**src/rtl/nstc_pkg.sv**
```systemverilog
package nstc_pkg;
    localparam int BUS_W  = 32;
    localparam int TIME_W = 2 * BUS_W;
    localparam int PER_W  = 10;
    localparam int ADDR_W = 3;

    localparam int CTRL_EN_BIT   = 2;
    localparam int CTRL_BYP_BIT  = 3;
    localparam int CTRL_SRST_BIT = 5;
    localparam int CTRL_PER_LSB  = 16;

    typedef enum logic [ADDR_W-1:0] {
        REG_CTRL    = 3'd0,
        REG_ADDEND  = 3'd1,
        REG_ACCUM   = 3'd2,
        REG_TIME_LO = 3'd3,
        REG_TIME_HI = 3'd4
    } reg_sel_e;

    typedef struct packed {
        logic [PER_W-1:0] period;
        logic             srst;
        logic             bypass;
        logic             enable;
    } ctrl_t;

    function automatic ctrl_t ctrl_unpack(input logic [BUS_W-1:0] w);
        ctrl_t c;
        c.period = w[CTRL_PER_LSB +: PER_W];
        c.srst   = w[CTRL_SRST_BIT];
        c.bypass = w[CTRL_BYP_BIT];
        c.enable = w[CTRL_EN_BIT];
        return c;
    endfunction

    function automatic logic [BUS_W-1:0] ctrl_pack(input ctrl_t c);
        logic [BUS_W-1:0] w;
        w = '0;
        w[CTRL_PER_LSB +: PER_W] = c.period;
        w[CTRL_SRST_BIT]         = c.srst;
        w[CTRL_BYP_BIT]          = c.bypass;
        w[CTRL_EN_BIT]           = c.enable;
        return w;
    endfunction
endpackage

```
**src/rtl/nstc_phase_acc.sv**
```systemverilog
module nstc_phase_acc #(
    parameter int W = 32
) (
    input  logic         clk,
    input  logic         rst_n,
    input  logic         step_en,
    input  logic         clear,
    input  logic [W-1:0] addend,
    output logic [W-1:0] acc,
    output logic         carry
);
    typedef struct packed {
        logic [W-1:0] acc;
    } acc_state_t;

    acc_state_t st_d, st_q;
    logic [W:0] sum;

    always_comb begin
        st_d  = st_q;
        sum   = {1'b0, st_q.acc} + {1'b0, addend};
        carry = 1'b0;
        if (clear) begin
            st_d.acc = '0;
        end else if (step_en) begin
            st_d.acc = sum[W-1:0];
            carry    = sum[W];
        end
    end

    always_ff @(posedge clk or negedge rst_n) begin
        if (!rst_n) st_q <= '0;
        else        st_q <= st_d;
    end

    assign acc = st_q.acc;
endmodule

```
**src/rtl/nstc_time_core.sv**
```systemverilog
module nstc_time_core #(
    parameter int TW = 64,
    parameter int PW = 10
) (
    input  logic          clk,
    input  logic          rst_n,
    input  logic          clear,
    input  logic          set_stb,
    input  logic [TW-1:0] set_val,
    input  logic          adv,
    input  logic [PW-1:0] period,
    output logic [TW-1:0] tod
);
    localparam int PAD_W = TW - PW;

    typedef struct packed {
        logic [TW-1:0] tod;
    } core_state_t;

    core_state_t st_d, st_q;

    always_comb begin
        st_d = st_q;
        if (clear)        st_d.tod = '0;
        else if (set_stb) st_d.tod = set_val;
        else if (adv)     st_d.tod = st_q.tod + {{PAD_W{1'b0}}, period};
    end

    always_ff @(posedge clk or negedge rst_n) begin
        if (!rst_n) st_q <= '0;
        else        st_q <= st_d;
    end

    assign tod = st_q.tod;
endmodule

```
**src/rtl/nstc_regs.sv**
```systemverilog
module nstc_regs
    import nstc_pkg::*;
(
    input  logic              clk,
    input  logic              rst_n,
    input  logic              bus_wr,
    input  logic              bus_rd,
    input  logic [ADDR_W-1:0] bus_addr,
    input  logic [BUS_W-1:0]  bus_wdata,
    input  logic [TIME_W-1:0] tod_ns,
    input  logic [BUS_W-1:0]  acc_val,
    output ctrl_t             ctrl,
    output logic [BUS_W-1:0]  addend,
    output logic              set_stb,
    output logic [TIME_W-1:0] set_val,
    output logic [BUS_W-1:0]  bus_rdata
);
    typedef struct packed {
        ctrl_t            ctrl;
        logic [BUS_W-1:0] addend;
        logic [BUS_W-1:0] lo_stage;
        logic [BUS_W-1:0] hi_snap;
    } reg_state_t;

    reg_state_t st_d, st_q;
    reg_sel_e   sel;

    assign sel = reg_sel_e'(bus_addr);

    always_comb begin
        st_d    = st_q;
        set_stb = 1'b0;
        set_val = {bus_wdata, st_q.lo_stage};
        if (bus_wr) begin
            case (sel)
                REG_CTRL:    st_d.ctrl     = ctrl_unpack(bus_wdata);
                REG_ADDEND:  st_d.addend   = bus_wdata;
                REG_TIME_LO: st_d.lo_stage = bus_wdata;
                REG_TIME_HI: set_stb       = 1'b1;
                default:     ;
            endcase
        end
        if (bus_rd && sel == REG_TIME_LO) begin
            st_d.hi_snap = tod_ns[TIME_W-1:BUS_W];
        end
    end

    always_comb begin
        case (sel)
            REG_CTRL:    bus_rdata = ctrl_pack(st_q.ctrl);
            REG_ADDEND:  bus_rdata = st_q.addend;
            REG_ACCUM:   bus_rdata = acc_val;
            REG_TIME_LO: bus_rdata = tod_ns[BUS_W-1:0];
            REG_TIME_HI: bus_rdata = st_q.hi_snap;
            default:     bus_rdata = '0;
        endcase
    end

    always_ff @(posedge clk or negedge rst_n) begin
        if (!rst_n) st_q <= '0;
        else        st_q <= st_d;
    end

    assign ctrl   = st_q.ctrl;
    assign addend = st_q.addend;
endmodule

```
**src/rtl/ns_time_counter.sv**
```systemverilog
module ns_time_counter
    import nstc_pkg::*;
(
    input  logic              clk,
    input  logic              rst_n,
    input  logic              bus_wr,
    input  logic              bus_rd,
    input  logic [ADDR_W-1:0] bus_addr,
    input  logic [BUS_W-1:0]  bus_wdata,
    output logic [BUS_W-1:0]  bus_rdata,
    output logic [TIME_W-1:0] tod_ns
);
    ctrl_t             ctrl_w;
    logic [BUS_W-1:0]  addend_w;
    logic [BUS_W-1:0]  acc_w;
    logic              carry_w;
    logic              set_stb_w;
    logic [TIME_W-1:0] set_val_w;
    logic              step_w;
    logic              adv_w;

    // Accumulator steps only in trimmed mode; the time value advances on
    // every clock in bypass mode, otherwise on an accumulator carry.
    assign step_w = ctrl_w.enable & ~ctrl_w.bypass;
    assign adv_w  = ctrl_w.enable & (ctrl_w.bypass | carry_w);

    nstc_regs u_regs (
        .clk       (clk),
        .rst_n     (rst_n),
        .bus_wr    (bus_wr),
        .bus_rd    (bus_rd),
        .bus_addr  (bus_addr),
        .bus_wdata (bus_wdata),
        .tod_ns    (tod_ns),
        .acc_val   (acc_w),
        .ctrl      (ctrl_w),
        .addend    (addend_w),
        .set_stb   (set_stb_w),
        .set_val   (set_val_w),
        .bus_rdata (bus_rdata)
    );

    nstc_phase_acc #(.W(BUS_W)) u_acc (
        .clk     (clk),
        .rst_n   (rst_n),
        .step_en (step_w),
        .clear   (ctrl_w.srst),
        .addend  (addend_w),
        .acc     (acc_w),
        .carry   (carry_w)
    );

    nstc_time_core #(.TW(TIME_W), .PW(PER_W)) u_core (
        .clk     (clk),
        .rst_n   (rst_n),
        .clear   (ctrl_w.srst),
        .set_stb (set_stb_w),
        .set_val (set_val_w),
        .adv     (adv_w),
        .period  (ctrl_w.period),
        .tod     (tod_ns)
    );
endmodule

```
**config.mk**
```make
export PLATFORM = sky130hd
export DESIGN_NAME = ns_time_counter
export DESIGN_NICKNAME = d
export VERILOG_FILES = /design/src/rtl/nstc_pkg.sv /design/src/rtl/nstc_phase_acc.sv /design/src/rtl/nstc_time_core.sv /design/src/rtl/nstc_regs.sv /design/src/rtl/ns_time_counter.sv
export SDC_FILE = /design/constraint.sdc
export NUM_CORES = 1
export LEC_CHECK = 0
export BUFFER_PORTS_ARGS = -buffer_cell sky130_fd_sc_hd__buf_2
export CAP_MARGIN = 40
export CORE_MARGIN = 2
export CORE_UTILIZATION = 45
export DETAILED_ROUTE_END_ITERATION = 8
export PLACE_DENSITY_LB_ADDON = 0.08
export SETUP_SLACK_MARGIN = 0.2
export SYNTH_ARGS = -nofsm -noshare
export SYNTH_HDL_FRONTEND = slang
export SYNTH_SLANG_ARGS = --single-unit
```
**constraint.sdc**
```tcl
create_clock -name clk -period 3.6 [get_ports clk]
set_clock_uncertainty 0.15 [all_clocks]
set_input_delay 0 -clock clk [delete_from_list [all_inputs] [get_ports clk]]
set_output_delay 0 -clock clk [all_outputs]
set_load 0.02 [all_outputs]
```
==> run summary, run 1 <==
STATUS
---------------------------------------------------------------------------------
Status                                                               finished clean

WORST SETUP PATH
---------------------------------------------------------------------------------
Worst-case register-to-register setup slack                               0.42 ns
Kind of start point of the critical path                                flip-flop
Worst Setup End Kind                                                    flip-flop
Maximum fanout along the worst path                                             5
Classification of the worst setup path                                 reg -> reg
Data required, critical path                                              3.90 ns
Signal arrival time at the worst endpoint                                 3.48 ns

MIN PATH
---------------------------------------------------------------------------------
Hold Crit Class                                                         in -> reg

FINISH
---------------------------------------------------------------------------------
Count of nets after finishing                                               1,486
Inserted Diodes                                                                 0
Non-filler cells in the finished layout                                     1,753
Layout Area Growth over Synthesis                                           20.0%
Fraction of layout instances using a drive strength above 1                 23.1%
Final instance area                                                    14,300 µm²

LOGIC SYNTHESIS
---------------------------------------------------------------------------------
Post-synthesis instance area                                           11,900 µm²
Net count of the mapped netlist                                             1,331
Most common cell in the netlist                                      sky130_fd_sc_hd__dfrtp_1
Sequential-to-total area share from yosys stat                              43.1%
Ys flop type                                                         sky130_fd_sc_hd__dfrtp_1
Commonest cells post-synth                                           205 x sky130_fd_sc_hd__dfrtp_1, 114 x sky130_fd_sc_hd__nand2_1, 101 x sky130_fd_sc_hd__a21oi_1
Synthesized instance count                                                  1,248
Dominant cells by area after synthesis                               sky130_fd_sc_hd__dfrtp_1 43%, sky130_fd_sc_hd__mux2_2 8.5%, sky130_fd_sc_hd__ha_1 4.4%, sky130_fd_sc_hd__a21oi_1 4.2%, sky130_fd_sc_hd__o21ai_0 4.0%
Register bit count reported by yosys                                          205
Top cell type's share of synthesized area                                   43.1%
Post-synthesis cell type count                                                 73
Post-synth EDFFs                                                                0
Async S/R FF share, synth                                                    100%
Syn Area/Cell                                                            9.53 µm²
Warning count from the yosys run                                                0
Top cell type by total area after synthesis                          sky130_fd_sc_hd__dfrtp_1

GLOBAL ROUTE
---------------------------------------------------------------------------------
Total grt overflow                                                              0
Overall global routing resource usage                                       28.9%
Wire length of the first global-routing pass                              62.7 mm
Number of global-route vias before repair                                  10,276
Maximum number of pins on one net before global-route repair                   81
Initial antenna violation count                                                 4

PLACE
---------------------------------------------------------------------------------
Port Buffer Count                                                             134
Sum of net half-perimeters after detailed placement                       28.8 mm
Routability Congestion                                                      0.872
Placed cell count                                                           1,668
Instance area at placement                                             13,000 µm²

POWER
---------------------------------------------------------------------------------
Cell area power density                                                685 nW/µm²
VDD IR-drop max                                                        0.000414 V
Cell-internal power                                                       5860 µW
Switch Pwr                                                                3910 µW
Clock network fraction of total power                                       24.8%
Portion of total power attributed to sequential cells                       35.4%
Fraction of power consumed by combinational cells                           39.8%
Leak Pwr                                                               0.00651 µW
Net switching fraction of the power                                         40.0%

STA
---------------------------------------------------------------------------------
Peak Freq                                                               0.314 GHz
Number of hold violations in the final report                                   0
Post-layout minimum cycle time                                            3.18 ns
Period utilization                                                          88.4%
Final setup violation count                                                     0
Number of slew-limit violations in the final report                             0
Remaining max-slew budget at the tightest pin                               48.1%
Setup repair after global routing missed its margin                            no
Slew @ Worst Pin                                                         0.779 ns
Post-Route Setup TNS                                                         0 ns

DETAILED ROUTING
---------------------------------------------------------------------------------
Initial detailed-routing violation count                                    1,096
Avg WL per Cell                                                           23.5 µm
Antenna violation net count after detailed routing                              0
Detailed-router iteration count before antenna repair                           7
Vias after detailed routing                                                10,814
Remaining DRCs                                                                  0
Aggregate routed wire length                                              41.1 mm
DR vias/cell                                                                 6.17

FLOORPLANNING
---------------------------------------------------------------------------------
Number of placement rows                                                       59
Initial standard-cell utilization of the core                               45.8%
Core box area                                                          26,000 µm²
Num ports                                                                     135
Horizontal extent of the die                                               167 µm
Area enclosed by the die boundary                                      27,800 µm²
Vertical extent of the die                                                 167 µm

CLOCK NETWORK
---------------------------------------------------------------------------------
TritonCTS clock tree                                                         done
Root cell of the clock tree                                          sky130_fd_sc_hd__clkbuf_16
# H-tree levels                                                                 1
Clock buffers created by TritonCTS                                             25
CTS sink count                                                                205
Clock slew seen by the registers of the worst setup and hold paths        0.06 ns
Buffer levels on the longest clock path                                         3
Clock network latency to the later pin of the worst-skew pair             0.53 ns

RUN
---------------------------------------------------------------------------------
# Max-Cap Violations                                                            0

==> power by group through the flow <==
stage | registers [µW] | logic [µW] | clock network (µW)
after floorplan | 3420 | 2540 | 0
after global placement | 3460 | 3670 | 0
after detailed placement | 3480 | 3700 | 0
after CTS | 3440 | 3750 | 2450
after global routing | 3530 | 4250 | 2560
final | 3460 | 3890 | 2420
==> logic make-up (layout without fill, tap and decap cells) <==
group	count (synthesis)	count (layout)	share of synthesized area (%)
buf+inv	119	289	3.99
fa+ha+maj	44	44	4.75
compound gates	412	412	22.5
xor+xnor	35	35	2.58
simple gates	327	327	13.2
flops	205	205	43.1
mux	106	106	9.87
==> path summary, 6_finish.rpt <==
check	startpoint	end	cells after the start
max in group asynchronous	rst_n	u_core.tod[32]$_DFFE_PN0P_	5
worst min-delay path	bus_addr[0]	u_core.tod[38]$_DFFE_PN0P_	6
min in group asynchronous	rst_n	u_regs.addend[6]$_DFFE_PN0P_	4
worst max-delay path	u_core.tod[1]$_DFFE_PN0P_	u_core.tod[23]$_DFFE_PN0P_	10
worst min register to register	u_regs.st_q[29]$_DFFE_PN0P_	u_regs.st_q[29]$_DFFE_PN0P_	2
worst max register to register	u_core.tod[1]$_DFFE_PN0P_	u_core.tod[23]$_DFFE_PN0P_	10
==> cell type report <==
class | count | area (µm²)
clock buffer | 34 | 699
clock inverter | 8 | 71.3
fill | 2377 | 11700
inverter | 42 | 158
multi-input combinational | 924 | 6350
sequential | 205 | 5130
tap | 335 | 419
timing repair buffer | 205 | 1440
==> metrics by stage <==
stage / hold slack (ns) / total power [µW] / worst slack, ns / util (%)
after detailed placement: -0.232 / 7170 / 0.212 / 50.1
after floorplan: -0.446 / 5970 / 0.570 / -
after CTS: 0.0638 / 9650 / 0.234 / 54.5
after global routing: 0.112 / 10300 / 0.203 / 54.9
after global placement: 0.0240 / 7140 / 0.301 / 49.9
final: 0.0745 / 9770 / 0.417 / 54.9
==> worst max-delay path, stage by stage, from the launching register on <==
cell,delay (ns)
sky130_fd_sc_hd__dfrtp_1,0.44
sky130_fd_sc_hd__ha_1,0.31
sky130_fd_sc_hd__a21o_1,0.12
sky130_fd_sc_hd__a21oi_2,0.08
sky130_fd_sc_hd__o211a_1,0.27
sky130_fd_sc_hd__o41ai_4,0.49
sky130_fd_sc_hd__or2b_1,0.35
sky130_fd_sc_hd__nor3_1,0.33
sky130_fd_sc_hd__nand3_1,0.17
sky130_fd_sc_hd__o31a_1,0.26
sky130_fd_sc_hd__o22ai_1,0.13
==> sequential cells by signal, summed over array words and instances, names as in the netlist <==
| register | flops |
|---|---|
| u_regs.st_q | 32 |
| u_regs.ctrl | 13 |
| u_regs.addend | 32 |
| u_core.tod | 64 |
| u_acc.acc | 32 |
| u_regs.set_val | 32 |
==> routing by layer <==
metal  wire length, µm  share of wire, %  GRT usage [%]  vias to the layer above
met5                 0                 0              0                        -
met4               924               2.2           6.86                        0
li1                  -                 -              -                     4934
met3              2480               6.0           3.52                       59
met2             18000                44           43.1                      376
met1             19700                48           44.7                     5445
==> layout by cell type, fill, tap and decap left out, drive strengths merged, types with 37 or more instances in the layout <==
master,n
a21oi,102
a22oi,48
buf,166
clkbuf,37
dfrtp,205
ha,42
inv,43
mux2,90
nand2,115
nor2,73
o21ai,103
==> repair_timing <==
action	CTS	global route
endpoints found under the hold margin	277	0
hold buffers	37	0
buffers inserted	0	4
setup endpoints to repair	2	65
cloned	0	2
resized for setup	1	8
pin swaps	0	2
Power figures use the tool's default switching activity.
==> run 2, diff against run 1 <==
--- a/config.mk
+++ b/config.mk
@@ -9,9 +9,12 @@
 export CAP_MARGIN = 40
 export CORE_MARGIN = 2
 export CORE_UTILIZATION = 45
+export CTS_CLUSTER_SIZE = 8
 export DETAILED_ROUTE_END_ITERATION = 8
 export PLACE_DENSITY_LB_ADDON = 0.08
+export RECOVER_POWER = 25
 export SETUP_SLACK_MARGIN = 0.2
 export SYNTH_ARGS = -nofsm -noshare
 export SYNTH_HDL_FRONTEND = slang
+export SYNTH_HIERARCHICAL = 1
 export SYNTH_SLANG_ARGS = --single-unit
==> run 2 against run 1 <==
  * Clock-buffer cell count shrank 1
  * Sequential cell count is the same
  * Hold slack lost 0.033 ns
  * Final area grew 18%
  * Total power grew 9.0%
  * Area after synthesis grew 12%
  * Via count grew 9.4%
  * First-iteration DRC count shrank 0.27%
  * Sequential power shrank 3%
  * Highest routed layer unchanged
  * The run now ends with capacitance limit, slew limit, setup timing left
==> run summary, run 2 <==
FINISH
-------------------------------------------------------------------------------------
Final instance area                                                        16,900 µm²   +18%
Flip-flop count of the largest register after layout                               64   unchanged
Fraction of layout instances using a drive strength above 1                     38.1%   +15 points
Post-Route Utilization                                                          57.4%   +2.4 points
Layout Area Growth over Synthesis                                               26.4%
Most frequent standard cell in the layout excluding fill and tap cells   sky130_fd_sc_hd__dfrtp_1
Count of nets after finishing                                                   1,669   +12%
Most used cells in the layout excluding fill and tap cells               204 x sky130_fd_sc_hd__dfrtp_1, 191 x sky130_fd_sc_hd__buf_4, 132 x sky130_fd_sc_hd__buf_2, 116 x sky130_fd_sc_hd__mux2_2, 102 x sky130_fd_sc_hd__nor2_1
Non-filler cells in the finished layout                                         1,980   +13%

DETAILED ROUTING
-------------------------------------------------------------------------------------
Avg WL per Cell                                                               23.7 µm   +0.86%
Remaining DRCs                                                                      0   unchanged
Vias after detailed routing                                                    11,829   +9.4%
Detailed-router iteration count before antenna repair                               8   +1
Initial detailed-routing violation count                                        1,093   -0.27%
Antenna violation net count after detailed routing                                  0   unchanged
Aggregate routed wire length                                                  46.9 mm   +14%
DR vias/cell                                                                     5.97   -3.2%

CLOCK NETWORK
-------------------------------------------------------------------------------------
Buffer levels on the longest clock path                                             3   unchanged
Clock slew seen by the registers of the worst setup and hold paths            0.05 ns   about the same
Root cell of the clock tree                                              sky130_fd_sc_hd__clkbuf_16
TritonCTS clock tree                                                             done
Clock network latency to the later pin of the worst-skew pair                 0.57 ns   +0.04 ns
# H-tree levels                                                                     1   unchanged
Clock buffers created by TritonCTS                                                 29   +16%
CTS sink count                                                                    205   unchanged

FLOORPLANNING
-------------------------------------------------------------------------------------
Area enclosed by the die boundary                                          31,100 µm²   +12%
Number of placement rows                                                           63   +6.8%
Horizontal extent of the die                                                   176 µm   +5.9%
Num ports                                                                         135   unchanged
Core box area                                                              29,500 µm²   +13%
Initial standard-cell utilization of the core                                   45.4%   -0.41 points
Vertical extent of the die                                                     176 µm   +5.9%

LOGIC SYNTHESIS
-------------------------------------------------------------------------------------
Warning count from the yosys run                                                    6   +6
Synthesized instance count                                                      1,355   +8.6%
Post-synthesis instance area                                               13,400 µm²   +12%
Most common cell in the netlist                                          sky130_fd_sc_hd__dfrtp_1
Top cell type by total area after synthesis                              sky130_fd_sc_hd__dfrtp_1
Async S/R FF share, synth                                                        100%   unchanged
Post-synth EDFFs                                                                    0   unchanged
Top cell type's share of synthesized area                                       38.4%   -4.8 points
Ys flop type                                                             sky130_fd_sc_hd__dfrtp_1
Post-synthesis cell type count                                                     77   +5.5%
Commonest cells post-synth                                               205 x sky130_fd_sc_hd__dfrtp_1, 116 x sky130_fd_sc_hd__mux2_2, 114 x sky130_fd_sc_hd__buf_4
Register bit count reported by yosys                                              205   unchanged
Sequential-to-total area share from yosys stat                                  38.4%   -4.8 points
Syn Area/Cell                                                                9.87 µm²   +3.6%
Dominant cells by area after synthesis                                   sky130_fd_sc_hd__dfrtp_1 38%, sky130_fd_sc_hd__mux2_2 9.8%, sky130_fd_sc_hd__buf_4 6.4%, sky130_fd_sc_hd__ha_1 3.9%, sky130_fd_sc_hd__mux2i_1 3.2%
Net count of the mapped netlist                                                 1,438   +8.0%

PLACE
-------------------------------------------------------------------------------------
Placed cell count                                                               1,881   +13%
Sum of net half-perimeters after detailed placement                           33.4 mm   +16%
Routability Congestion                                                          0.913   +4.7%
Instance area at placement                                                 15,000 µm²   +15%
Port Buffer Count                                                                 134   unchanged
Setup WS pre-CTS                                                             -1.02 ns   -1.23 ns

RUN
-------------------------------------------------------------------------------------
# Max-Cap Violations                                                                2   +2

POWER
-------------------------------------------------------------------------------------
Cell-internal power                                                           6550 µW   +12%
Switch Pwr                                                                    4100 µW   +4.9%
Net switching fraction of the power                                             38.5%   -1.5 points
Cell area power density                                                    630 nW/µm²   -8.0%
VDD IR-drop max                                                            0.000377 V   -9.0%
Portion of total power attributed to sequential cells                           31.6%   -3.8 points
Clock network fraction of total power                                           23.0%   -1.8 points
Leak Pwr                                                                   0.00768 µW   +18%
Total power draw                                                            10,600 µW   +9.0%
Fraction of power consumed by combinational cells                               45.3%   +5.5 points

GLOBAL ROUTE
-------------------------------------------------------------------------------------
Total grt overflow                                                                  0   unchanged
Met1 Usage GRT                                                                  44.6%   -0.098 points
Met2 global-route usage                                                         45.6%   +2.5 points
Maximum number of pins on one net before global-route repair                       69   -15%
Initial antenna violation count                                                     1   -3
Overall global routing resource usage                                           29.9%   +1.0 points
Met3 Usage GRT                                                                  4.72%   +1.2 points
Layer with the highest usage after global routing                                met2
Wire length of the first global-routing pass                                  70.6 mm   +13%
Number of global-route vias before repair                                      11,273   +9.7%

STA
-------------------------------------------------------------------------------------
Period utilization                                                               130%   +41 points
Number of hold violations in the final report                                       0   unchanged
Setup repair after global routing missed its margin                               yes
Final setup violation count                                                        62   +62
Post-layout minimum cycle time                                                4.67 ns   +1.48 ns
Slew @ Worst Pin                                                              1.95 ns   +1.17 ns
Remaining max-slew budget at the tightest pin                                  -29.9%   -78 points
Number of slew-limit violations in the final report                                67   +67
Peak Freq                                                                   0.214 GHz   -32%
Slack of the critical path                                                   -1.07 ns   -1.48 ns

STATUS
-------------------------------------------------------------------------------------
Failing checks                                                           capacitance limit, slew limit, setup timing
Status                                                                   finished with violations

WORST SETUP PATH
-------------------------------------------------------------------------------------
Worst Setup End Kind                                                        flip-flop
Path depth of the worst reg2reg path                                               18   +8
Data required, critical path                                                  3.92 ns   +0.02 ns
Maximum fanout along the worst path                                                 5   unchanged
Signal arrival time at the worst endpoint                                     4.99 ns   +1.51 ns
Kind of start point of the critical path                                    flip-flop
Classification of the worst setup path                                     reg -> reg

MIN PATH
-------------------------------------------------------------------------------------
Hold Crit Class                                                             in -> reg
Cells on Worst Hold Path                                                            4   -2

==> run 2: cell count changes in the layout (fill, tap and decap cells not counted), sizes merged, moves of 15 or more <==
cell / before / now
a22o: 29 / 0
buf: 166 / 344
a311oi: 0 / 21
mux2: 90 / 122
o21ai: 103 / 45
a211oi: 2 / 34
a22oi: 48 / 33
mux2i: 16 / 43
nand2: 115 / 54
nor2: 73 / 104
a21oi: 102 / 51
==> run 2: area by class of cell <==
| cell class | count | area, µm² |
|---|---|---|
| Inverter | 28 | 105 |
| Clock inverter | 1 | 20.0 |
| Multi-Input combinational cell | 935 | 7550 |
| Clock buffer | 33 | 741 |
| Tap cell | 390 | 488 |
| Fill cell | 2624 | 12600 |
| Timing Repair Buffer | 387 | 2870 |
| Antenna cell | 1 | 2.50 |
| Sequential cell | 205 | 5130 |
==> run 2: power groups by stage <==
stage	sequential (µW)	clock (µW)	combinational (µW)
6_report	3370	2450	4830
3_3_place_gp	3380	0	4420
4_1_cts	3350	2490	4710
3_5_place_dp	3380	0	4490
5_1_grt	3430	2590	5230
2_1_floorplan	3320	0	2800
==> run 2: per-stage QoR <==
step	TNS [ns]	hold slack (ns)
2_1_floorplan	-18.53	-0.446
3_3_place_gp	-28.65	-0.0594
3_5_place_dp	-34.56	-0.0551
4_1_cts	-31.49	0.00520
5_1_grt	-45.08	0.0751
6_report	-34.18	0.0412
==> run 2: logic make-up after synthesis <==
family          Yosys count  share of synthesized area [%]
xor+xnor                 50                           3.27
flops                   205                           38.4
fa+ha+maj                44                           4.23
simple gates            357                           14.2
mux                     165                           13.5
buf+inv                 215                           9.54
compound gates          319                           16.9
==> run 2: worst paths after layout <==
| check | endpoint | start | slack [ns] |
|---|---|---|---|
| min in group asynchronous | u_regs/set_val[4]$_DFFE_PN0P_ | rst_n | 0.83 |
| worst min register to register | u_core/tod[29]$_DFFE_PN0P_ | u_regs/set_val[29]$_DFFE_PN0P_ | 0.34 |
| worst min-delay path | u_core/tod[0]$_DFFE_PN0P_ | bus_wr | 0.04 |
| worst max-delay path | u_core/tod[45]$_DFFE_PN0P_ | u_regs/addend[0]$_DFFE_PN0P_ | -1.07 |
| worst max register to register | u_core/tod[45]$_DFFE_PN0P_ | u_regs/addend[0]$_DFFE_PN0P_ | -1.07 |
| max in group asynchronous | u_regs/ctrl[2]$_DFFE_PN0P_ | rst_n | 0.46 |
==> run 2: layer usage <==
| metal | routed length, µm | up-vias |
|---|---|---|
| met1 | 21400 | 5948 |
| met2 | 21100 | 397 |
| met4 | 1020 | 0 |
| met3 | 3350 | 71 |
| li1 | - | 5413 |
| met5 | 0 | - |
==> run 2: worst max-delay path: stages, from the launching register on <==
cell	delay [ns]
sky130_fd_sc_hd__dfrtp_1	0.40
sky130_fd_sc_hd__ha_4	0.15
sky130_fd_sc_hd__inv_2	0.04
sky130_fd_sc_hd__fa_2	0.36
sky130_fd_sc_hd__nor2b_2	0.15
sky130_fd_sc_hd__o2111ai_2	0.17
sky130_fd_sc_hd__a21oi_2	0.23
sky130_fd_sc_hd__nor4_4	0.08
sky130_fd_sc_hd__nor4_2	0.20
sky130_fd_sc_hd__o211a_1	0.22
sky130_fd_sc_hd__o21ai_2	0.07
sky130_fd_sc_hd__a21oi_1	0.14
sky130_fd_sc_hd__o21a_2	0.22
sky130_fd_sc_hd__inv_2	0.06
sky130_fd_sc_hd__or3_4	0.33
sky130_fd_sc_hd__or4_4	0.48
sky130_fd_sc_hd__or3_4	0.38
sky130_fd_sc_hd__or4_1	0.48
sky130_fd_sc_hd__a311oi_1	0.26
==> run 2: what timing repair did <==
action                                 CTS  global route
setup endpoints to repair               61            64
resized for setup                       75            46
endpoints found under the hold margin  314             0
cloned                                   3             0
hold buffers                            35             0
pin swaps                               46            24
setup buffers                           17             9
==> run 3, diff against run 2 <==
--- a/config.mk
+++ b/config.mk
@@ -9,6 +9,7 @@
 export CAP_MARGIN = 40
 export CORE_MARGIN = 2
 export CORE_UTILIZATION = 45
+export CTS_BUF_LIST = sky130_fd_sc_hd__clkbuf_8
 export CTS_CLUSTER_SIZE = 8
 export DETAILED_ROUTE_END_ITERATION = 8
 export PLACE_DENSITY_LB_ADDON = 0.08
==> constraint.sdc (replaced) <==
create_clock -name clk -period 3.6 [get_ports clk]
set_clock_uncertainty 0.15 [all_clocks]
set_input_delay 0.54 -clock clk [delete_from_list [all_inputs] [get_ports clk]]
set_output_delay 0.54 -clock clk [all_outputs]
set_load 0.02 [all_outputs]
==> run 3 against run 2 <==
  * The flow still finishes with violations (capacitance limit, slew limit, setup timing)
  * Hold slack gained 0.078 ns
  * Final cell count shrank 0.40%
  * Final area shrank 3.7%
  * Non-clock buffer count shrank 40
  * Critical path depth is the same
  * Combinational power shrank 3%
  * Register-to-register slack gained 0.20 ns
  * First-iteration DRC count grew 0.27%
  * Sequential cell count is the same
  * Sequential power is essentially flat
==> run summary, run 3 (synthesis results as in run 2) <==
STATUS
-------------------------------------------------------------------------------------
Status                                                                   finished with violations
Failing checks                                                           capacitance limit, slew limit, setup timing

MIN PATH
-------------------------------------------------------------------------------------
Cells on Worst Hold Path                                                            2   -2
Hold Crit Class                                                             in -> reg
Origin of the worst min-delay path                                       bus_wdata[26]

CLOCK NETWORK
-------------------------------------------------------------------------------------
Root cell of the clock tree                                              sky130_fd_sc_hd__clkbuf_8
TritonCTS clock tree                                                             done
Clock slew seen by the registers of the worst setup and hold paths            0.06 ns   about the same
Clock network latency to the later pin of the worst-skew pair                 0.55 ns   -0.02 ns
Buffer levels on the longest clock path                                             3   unchanged
Clock buffers created by TritonCTS                                                 39   +34%
# H-tree levels                                                                     2   +1
CTS sink count                                                                    205   unchanged

WORST SETUP PATH
-------------------------------------------------------------------------------------
Origin of the worst setup path                                           u_regs/addend[0]$_DFFE_PN0P_
Signal arrival time at the worst endpoint                                     4.77 ns   -0.22 ns
Worst Setup End Kind                                                        flip-flop
Classification of the worst setup path                                     reg -> reg
Data required, critical path                                                  3.91 ns   about the same
Launch point of the worst reg-to-reg path                                u_regs/addend[0]$_DFFE_PN0P_
Maximum fanout along the worst path                                                 5   unchanged
Path depth of the worst reg2reg path                                               18   unchanged
Kind of start point of the critical path                                    flip-flop

FLOORPLANNING
-------------------------------------------------------------------------------------
Vertical extent of the die                                                     176 µm   unchanged
Area enclosed by the die boundary                                          31,100 µm²   unchanged
Core box area                                                              29,500 µm²   unchanged
Initial standard-cell utilization of the core                                   45.4%   unchanged
Num ports                                                                         135   unchanged
Number of placement rows                                                           63   unchanged
Horizontal extent of the die                                                   176 µm   unchanged

FINISH
-------------------------------------------------------------------------------------
Non-filler cells in the finished layout                                         1,972   -0.40%
Inserted Diodes                                                                     0   -1
Most used cells in the layout excluding fill and tap cells               204 x sky130_fd_sc_hd__dfrtp_1, 195 x sky130_fd_sc_hd__buf_4, 133 x sky130_fd_sc_hd__buf_2, 116 x sky130_fd_sc_hd__mux2_2, 103 x sky130_fd_sc_hd__nor2_1
Most frequent standard cell in the layout excluding fill and tap cells   sky130_fd_sc_hd__dfrtp_1
Count of nets after finishing                                                   1,639   -1.8%
Layout Area Growth over Synthesis                                               21.8%
Flip-flop count of the largest register after layout                               64   unchanged
Fraction of layout instances using a drive strength above 1                     37.2%   -0.97 points

GLOBAL ROUTE
-------------------------------------------------------------------------------------
Initial antenna violation count                                                     1   unchanged
Total grt overflow                                                                  0   unchanged
Wire length of the first global-routing pass                                  70.1 mm   -0.78%
Overall global routing resource usage                                           29.7%   -0.17 points
Maximum number of pins on one net before global-route repair                       91   +32%
Number of global-route vias before repair                                      11,346   +0.65%

STA
-------------------------------------------------------------------------------------
Remaining max-slew budget at the tightest pin                                  -62.6%   -33 points
Final setup violation count                                                        64   +3.2%
Slack of the critical path                                                  -0.863 ns   +0.203 ns
Number of slew-limit violations in the final report                                90   +34%
Slew @ Worst Pin                                                              2.44 ns   +0.490 ns
Post-layout minimum cycle time                                                4.46 ns   -0.203 ns
Setup repair after global routing missed its margin                               yes
Period utilization                                                               124%   -5.6 points
Number of hold violations in the final report                                       0   unchanged
Peak Freq                                                                   0.224 GHz   +4.5%

PLACE
-------------------------------------------------------------------------------------
Placed cell count                                                               1,884   +0.16%
Setup WS pre-CTS                                                             -1.03 ns   -0.00834 ns
Sum of net half-perimeters after detailed placement                           33.5 mm   +0.41%
Port Buffer Count                                                                 134   unchanged
Routability Congestion                                                          0.916   +0.31%

POWER
-------------------------------------------------------------------------------------
VDD IR-drop max                                                            0.000311 V   -17%
Cell area power density                                                    646 nW/µm²   +2.5%
Leak Pwr                                                                   0.00749 µW   -2.5%

DETAILED ROUTING
-------------------------------------------------------------------------------------
Antenna violation net count after detailed routing                                  0   unchanged
Detailed-router iteration count before antenna repair                               6   -2
Initial detailed-routing violation count                                        1,096   +0.27%
DR vias/cell                                                                     5.91   -0.99%
Vias after detailed routing                                                    11,664   -1.4%
Avg WL per Cell                                                               23.4 µm   -1.1%
Aggregate routed wire length                                                  46.2 mm   -1.5%
Remaining DRCs                                                                      0   unchanged

RUN
-------------------------------------------------------------------------------------
# Max-Cap Violations                                                                1   -1

==> run 3: cell types whose count changed in the layout (fill, tap and decap cells not counted), moves of 5 or more <==
cell and change:
sky130_fd_sc_hd__clkbuf_8 +51, sky130_fd_sc_hd__inv_1 +9, sky130_fd_sc_hd__a211oi_1 +9, sky130_fd_sc_hd__a311oi_1 +7, sky130_fd_sc_hd__clkbuf_1 -7, sky130_fd_sc_hd__buf_8 -5
sky130_fd_sc_hd__nor3_1 +5, sky130_fd_sc_hd__a211oi_2 -9, sky130_fd_sc_hd__dlygate4sd3_1 -33, sky130_fd_sc_hd__a311oi_2 -7, sky130_fd_sc_hd__clkbuf_16 -29
==> run 3: report_power, final <==
group / leakage [µW] / switching [µW] / total (µW) / internal [µW]
Sequential: 0.00265 / 519 / 3340 / 2820
Combinational: 0.00438 / 2490 / 4690 / 2200
Clock: 0.000464 / 1070 / 2480 / 1410
==> run 3: final timing paths <==
| path | endpoint | slack [ns] |
|---|---|---|
| setup / recovery | u_core/tod[41]$_DFFE_PN0P_ | -0.86 |
| hold / removal | u_regs/addend[26]$_DFFE_PN0P_ | 0.12 |
| setup reg to reg | u_core/tod[41]$_DFFE_PN0P_ | -0.86 |
| hold reg to reg | u_core/tod[15]$_DFFE_PN0P_ | 0.33 |
| max in group asynchronous | u_core/tod[61]$_DFFE_PN0P_ | 0.31 |
| min in group asynchronous | u_acc/acc[22]$_DFFE_PN0P_ | 1.09 |
==> run 3: area by class of cell <==
cell class	count	area, µm²
tap	390	488
clock buffer	51	702
inverter	28	105
clock inverter	16	126
multi-input combinational	935	7310
fill	2725	13200
sequential	205	5130
timing repair buffer	347	2420
==> run 3: repair_timing <==
action,4_1_cts,5_1_grt
endpoints found under the setup margin,60,64
resized for setup,43,21
pin swaps,31,13
cloned,0,0
hold buffers,1,0
endpoints found under the hold margin,87,0
buffers inserted,13,7
==> run 3: critical path: stages, from the launching register on <==
cell and delay (ns):
sky130_fd_sc_hd__dfrtp_1 0.39, sky130_fd_sc_hd__ha_4 0.15, sky130_fd_sc_hd__inv_2 0.03, sky130_fd_sc_hd__fa_2 0.35, sky130_fd_sc_hd__nor2b_2 0.15, sky130_fd_sc_hd__o2111ai_2 0.14, sky130_fd_sc_hd__a21oi_2 0.22, sky130_fd_sc_hd__nor4_4 0.09
sky130_fd_sc_hd__nor4_2 0.20, sky130_fd_sc_hd__o211a_1 0.19, sky130_fd_sc_hd__o21ai_1 0.07, sky130_fd_sc_hd__a21oi_1 0.14, sky130_fd_sc_hd__o21a_2 0.21, sky130_fd_sc_hd__inv_2 0.05, sky130_fd_sc_hd__or3_1 0.33, sky130_fd_sc_hd__or4_1 0.43
sky130_fd_sc_hd__or3_4 0.38, sky130_fd_sc_hd__or4_4 0.42, sky130_fd_sc_hd__a311oi_2 0.27
==> run 3: stage by stage <==
| step | utilization (%) | hold slack, ns | TNS (ns) | total power, µW | instance area, µm² |
|---|---|---|---|---|---|
| detailed placement | 50.9 | 0.323 | -33.07 | 7880 | 15000 |
| global placement | 50.8 | 0.311 | -28.87 | 7820 | 15000 |
| finish | 55.2 | 0.119 | -29.65 | 10500 | 16300 |
| global route | 55.2 | 0.114 | -53.38 | 11200 | 16300 |
| CTS | 54.8 | 0.103 | -26.25 | 10500 | 16200 |
| floorplan | - | 0.0944 | -18.53 | 6120 | 13500 |
==> run 3: routing by layer <==
| layer | share of wire, % | wire length [µm] | vias to the layer above | GRT usage [%] |
|---|---|---|---|---|
| met5 | 0 | 0 | - | 0 |
| met4 | 2.5 | 1150 | 0 | 7.89 |
| met3 | 7.1 | 3270 | 72 | 4.20 |
| met2 | 44 | 20500 | 432 | 45.0 |
| met1 | 46 | 21300 | 5804 | 44.4 |
| li1 | - | - | 5356 | - |
